==> src/rtl/frame_irq_pkg.sv <==
package frame_irq_pkg;
  localparam int unsigned BUS_W_DEF   = 8;
  localparam int unsigned ADDR_W_DEF  = 3;
  localparam int unsigned CTRL_IDX    = 1;
  localparam int unsigned EN_BIT_DEF  = 5;
  localparam int unsigned FLAG_BIT_DEF = 7;

  typedef struct packed {
    logic flag;
    logic snap;
  } flag_state_t;
endpackage

==> src/rtl/frame_flag_reg.sv <==
module frame_flag_reg (
  input  logic clk,
  input  logic rst,
  input  logic set_i,
  input  logic clr_i,
  output logic flag_o,
  output logic snap_o
);
  import frame_irq_pkg::*;
  flag_state_t st_q;

  always_ff @(posedge clk) begin
    if (rst) begin
      st_q <= '0;
    end else begin
      if (clr_i) st_q.snap <= st_q.flag;
      if (set_i)      st_q.flag <= 1'b1;
      else if (clr_i) st_q.flag <= 1'b0;
    end
  end

  assign flag_o = st_q.flag;
  assign snap_o = st_q.snap;
endmodule

==> src/rtl/irq_enable_reg.sv <==
module irq_enable_reg #(
  parameter int unsigned BUS_W   = 8,
  parameter int unsigned ADDR_W  = 3,
  parameter int unsigned REG_IDX = 1,
  parameter int unsigned EN_BIT  = 5
) (
  input  logic              clk,
  input  logic              rst,
  input  logic              wr_i,
  input  logic [ADDR_W-1:0] addr_i,
  input  logic [BUS_W-1:0]  data_i,
  output logic              en_o
);
  localparam logic [ADDR_W-1:0] MATCH = ADDR_W'(REG_IDX);
  logic hit;
  assign hit = wr_i && (addr_i == MATCH);

  always_ff @(posedge clk) begin
    if (rst)      en_o <= 1'b0;
    else if (hit) en_o <= data_i[EN_BIT];
  end
endmodule

==> src/rtl/nmi_edge_gen.sv <==
module nmi_edge_gen (
  input  logic clk,
  input  logic rst,
  input  logic level_i,
  output logic pulse_o
);
  logic prev_q;

  always_ff @(posedge clk) begin
    if (rst) begin
      prev_q  <= 1'b0;
      pulse_o <= 1'b0;
    end else begin
      prev_q  <= level_i;
      pulse_o <= level_i && !prev_q;
    end
  end
endmodule

==> src/rtl/frame_irq_unit.sv <==
module frame_irq_unit #(
  parameter int unsigned BUS_W    = frame_irq_pkg::BUS_W_DEF,
  parameter int unsigned ADDR_W   = frame_irq_pkg::ADDR_W_DEF,
  parameter int unsigned REG_IDX  = frame_irq_pkg::CTRL_IDX,
  parameter int unsigned EN_BIT   = frame_irq_pkg::EN_BIT_DEF,
  parameter int unsigned FLAG_BIT = frame_irq_pkg::FLAG_BIT_DEF
) (
  input  logic              clk,
  input  logic              rst,
  input  logic              frame_end,
  input  logic              status_rd,
  input  logic              reg_wr,
  input  logic [ADDR_W-1:0] reg_addr,
  input  logic [BUS_W-1:0]  reg_data,
  output logic [BUS_W-1:0]  status_byte,
  output logic              irq_line,
  output logic              nmi_pulse
);
  logic flag;
  logic snap;
  logic irq_en;

  frame_flag_reg u_flag (
    .clk    (clk),
    .rst    (rst),
    .set_i  (frame_end),
    .clr_i  (status_rd),
    .flag_o (flag),
    .snap_o (snap)
  );

  irq_enable_reg #(
    .BUS_W   (BUS_W),
    .ADDR_W  (ADDR_W),
    .REG_IDX (REG_IDX),
    .EN_BIT  (EN_BIT)
  ) u_en (
    .clk    (clk),
    .rst    (rst),
    .wr_i   (reg_wr),
    .addr_i (reg_addr),
    .data_i (reg_data),
    .en_o   (irq_en)
  );

  assign irq_line = irq_en && flag;

  nmi_edge_gen u_nmi (
    .clk     (clk),
    .rst     (rst),
    .level_i (irq_line),
    .pulse_o (nmi_pulse)
  );

  for (genvar b = 0; b < BUS_W; b++) begin : g_stat
    if (b == FLAG_BIT) begin : g_flag
      assign status_byte[b] = snap;
    end else begin : g_zero
      assign status_byte[b] = 1'b0;
    end
  end
endmodule

==> config.mk <==
export PLATFORM = sky130hd
export DESIGN_NAME = frame_irq_unit
export DESIGN_NICKNAME = d
export VERILOG_FILES = /design/src/rtl/frame_irq_pkg.sv /design/src/rtl/frame_flag_reg.sv /design/src/rtl/irq_enable_reg.sv /design/src/rtl/nmi_edge_gen.sv /design/src/rtl/frame_irq_unit.sv
export SDC_FILE = /design/constraint.sdc
export NUM_CORES = 1
export LEC_CHECK = 0
export ABC_AREA = 1
export BUFFER_PORTS_ARGS = -buffer_cell sky130_fd_sc_hd__buf_2
export CAP_MARGIN = 10
export CORE_AREA = 2 2 39 41
export CTS_BUF_LIST = sky130_fd_sc_hd__clkbuf_8
export CTS_CLUSTER_DIAMETER = 120
export DETAILED_ROUTE_END_ITERATION = 7
export DIE_AREA = 0 0 41 43
export MAX_ROUTING_LAYER = met4
export PLACE_DENSITY = 0.48
export SLEW_MARGIN = 40
export SYNTH_ARGS = -nofsm -noshare
export SYNTH_HDL_FRONTEND = slang
export SYNTH_HIERARCHICAL = 1
export SYNTH_SLANG_ARGS = --single-unit
==> constraint.sdc <==
create_clock -name clk -period 0.8 [get_ports clk]
set_input_delay 0.16 -clock clk [delete_from_list [all_inputs] [get_ports clk]]
set_output_delay 0.16 -clock clk [all_outputs]
set_load 0.02 [all_outputs]
==> impl_metrics.json <==
{
  "ir_drop_uv": 765,
  "detail_route.wl_per_cell_um": 6.56,
  "status": "finished with violations",
  "final_common_cell": "buf_2",
  "routed.top_layer": "met4",
  "vias": 247,
  "setup_viol": 3,
  "synth.avg_cell_area_sq_um": 7.30,
  "viasPerCell": 3.63,
  "start_kind": "flop",
  "power_density_nw_per_um2": 2080,
  "die_w_um": 41,
  "slew_violations": 0,
  "fp.dieArea_sq_um": 1760,
  "grt_overflow": 0,
  "ant_nets": 0,
  "cts_max_level": 1,
  "fin_ws_ns": -0.115,
  "fmax_mhz": 1090,
  "grt_max_degree": 5,
  "fin_crit_sh_pct": 114,
  "ys_seq_area_share_pct": 38.1,
  "root_buffer": "clkbuf_8",
  "worst_ep_arrival_time_ns": 0.75,
  "area_delta_synth_final_pct": 50.0,
  "hold_viol_final": 0,
  "grtUsageTotal_pct": 7.62,
  "worstSetupPathType": "reg2out",
  "failed_checks": "setup timing",
  "synthCells": 36,
  "cts.reportedPaths.clkPinSlew_ns": 0.04,
  "drt_iter0_drc": 4,
  "die_height_um": 43,
  "dr_wl_met3_um": 82,
  "io_buffers": 11,
  "drt-total-wl_um": 446,
  "rsz0062_at_grt": "yes",
  "nets": 69,
  "synth_seq_cells": 5,
  "path_max_fanout": 2,
  "cts_tree": "built",
  "antenna_found_initial": 0,
  "syn_area_sq_um": 263,
  "insertion_delay_ns": 0.22,
  "final_cell_mix": "buf_2, conb_1, inv_1",
  "finalCriticalPeriod_ns": 0.915,
  "route.met2.wl_um": 188,
  "cts_buffer_depth": 2,
  "ios": 26,
  "cts_sinks": 5,
  "maxCapViolCount": 0,
  "firstDrtPassIters": 2,
  "p_leak_nw": 0.232,
  "start_util_pct": 19.0,
  "seq_area_sq_um": 105,
  "hp-class": "in2reg",
  "gp_congestion": 0.609,
  "drcViolationCount": 0,
  "grt_pass1_wl_um": 772,
  "antennaDiodeCount": 0,
  "dp_slack_ns": 0.0541,
  "yosys_warnings": 6,
  "m1WireLength_um": 151,
  "grt_pass1_vias": 216,
  "design.core.area_sq_um": 1380,
  "layout-drive-gt1-share_pct": 53.8,
  "multiInputGateArea_sq_um": 97.6,
  "cp-end-kind": "output pin",
  "rows": 14,
  "dp_hpwl_um": 327,
  "total_power_mw": 0.820,
  "final_util_pct": 28.5,
  "clock_skew_ns": 0.00187,
  "synthDistinctLibCells": 12,
  "cp.required_ns": 0.64,
  "nFillCells": 167,
  "cts_inserted_buffers": 3
}
==> worst paths after layout <==
| kind | start | endpoint | slack [ns] | depth (start not counted) |
|---|---|---|---|---|
| setup / recovery | u_en/en_o | irq_line | -0.11 | 3 |
| hold / removal | rst | u_flag/snap_o | 0.15 | 2 |
| setup reg to reg | u_en/en_o | u_nmi/prev_q | 0.07 | 5 |
| hold reg to reg | u_nmi/prev_q | u_nmi/pulse_o | 0.39 | 1 |
==> Yosys cell counts <==
| cell type | count | share of area, % |
|---|---|---|
| buf_4 | 8 | 23 |
| inv_1 | 7 | 10 |
| nand2_1 | 6 | 8.6 |
| dfxtp_1 | 5 | 38 |
| a21oi_1 | 2 | 3.8 |
| nor2_2 | 2 | 4.8 |
| a21oi_2 | 1 | 3.3 |
| conb_1 | 1 | 1.4 |
| inv_2 | 1 | 1.4 |
| nand2_2 | 1 | 2.4 |
| nand3_1 | 1 | 1.9 |
| nor2_1 | 1 | 1.4 |
==> per-layer routing <==
metal / vias to the layer above / global-route usage, %
li1: 120 / -
met1: 105 / 5.81
met4: 0 / 8.00
met2: 17 / 10.0
met3: 5 / 6.28
met5: - / -
==> where the power goes <==
group          switching, mW  leakage [nW]  total (mW)  internal (mW)
registers            0.00467        0.0424       0.265          0.260
logic                 0.0598         0.163      0.0968         0.0370
clock network          0.128        0.0269       0.458          0.329
total                  0.193         0.232       0.820          0.627
==> final cells by class <==
type                            instances  area share, %
Sequential cell                         5           26.7
Multi-Input combinational cell         21           24.8
Timing Repair Buffer                   14           24.4
Clock buffer                            3           10.5
Inverter                                8           7.62
Tap cell                               16           5.08
Clock inverter                          1          0.952
==> state kept, by name, indices dropped and copies added, names as in the netlist <==
| register | cells |
|---|---|
| u_flag/flag_o | 1 |
| u_en/en_o | 1 |
| u_nmi/prev_q | 1 |
| u_nmi/pulse_o | 1 |
| u_flag/snap_o | 1 |
==> critical path, cell delays in order, from the launching register on <==
cell	delay, ns
dfxtp_2	0.32
nand2_2	0.05
inv_2	0.05
buf_6	0.11
==> timing repair <==
item,in CTS,in global routing
hold buffers,0,0
gates resized for setup,11,1
setup endpoints to repair,3,3
buffers inserted,1,0
pin swaps,1,1
==> metrics by stage <==
step	instance area, sq um	instances	TNS [ns]	hold WS, ns
floorplan	285	42	0	0.222
global placement	315	63	0	0.381
detailed placement	315	63	0	0.384
CTS	392	68	-0.160	0.141
global route	394	68	-0.221	0.155
finish	394	68	-0.137	0.151
==> logic make-up after synthesis <==
group | Yosys count | synth area share [%]
other | 1 | 1.43
flip-flops | 5 | 38.1
AND/OR/NAND/NOR | 11 | 19.0
buffers and inverters | 16 | 34.3
AO/OA/AOI/OAI | 3 | 7.14
Power figures use the tool's default switching activity.
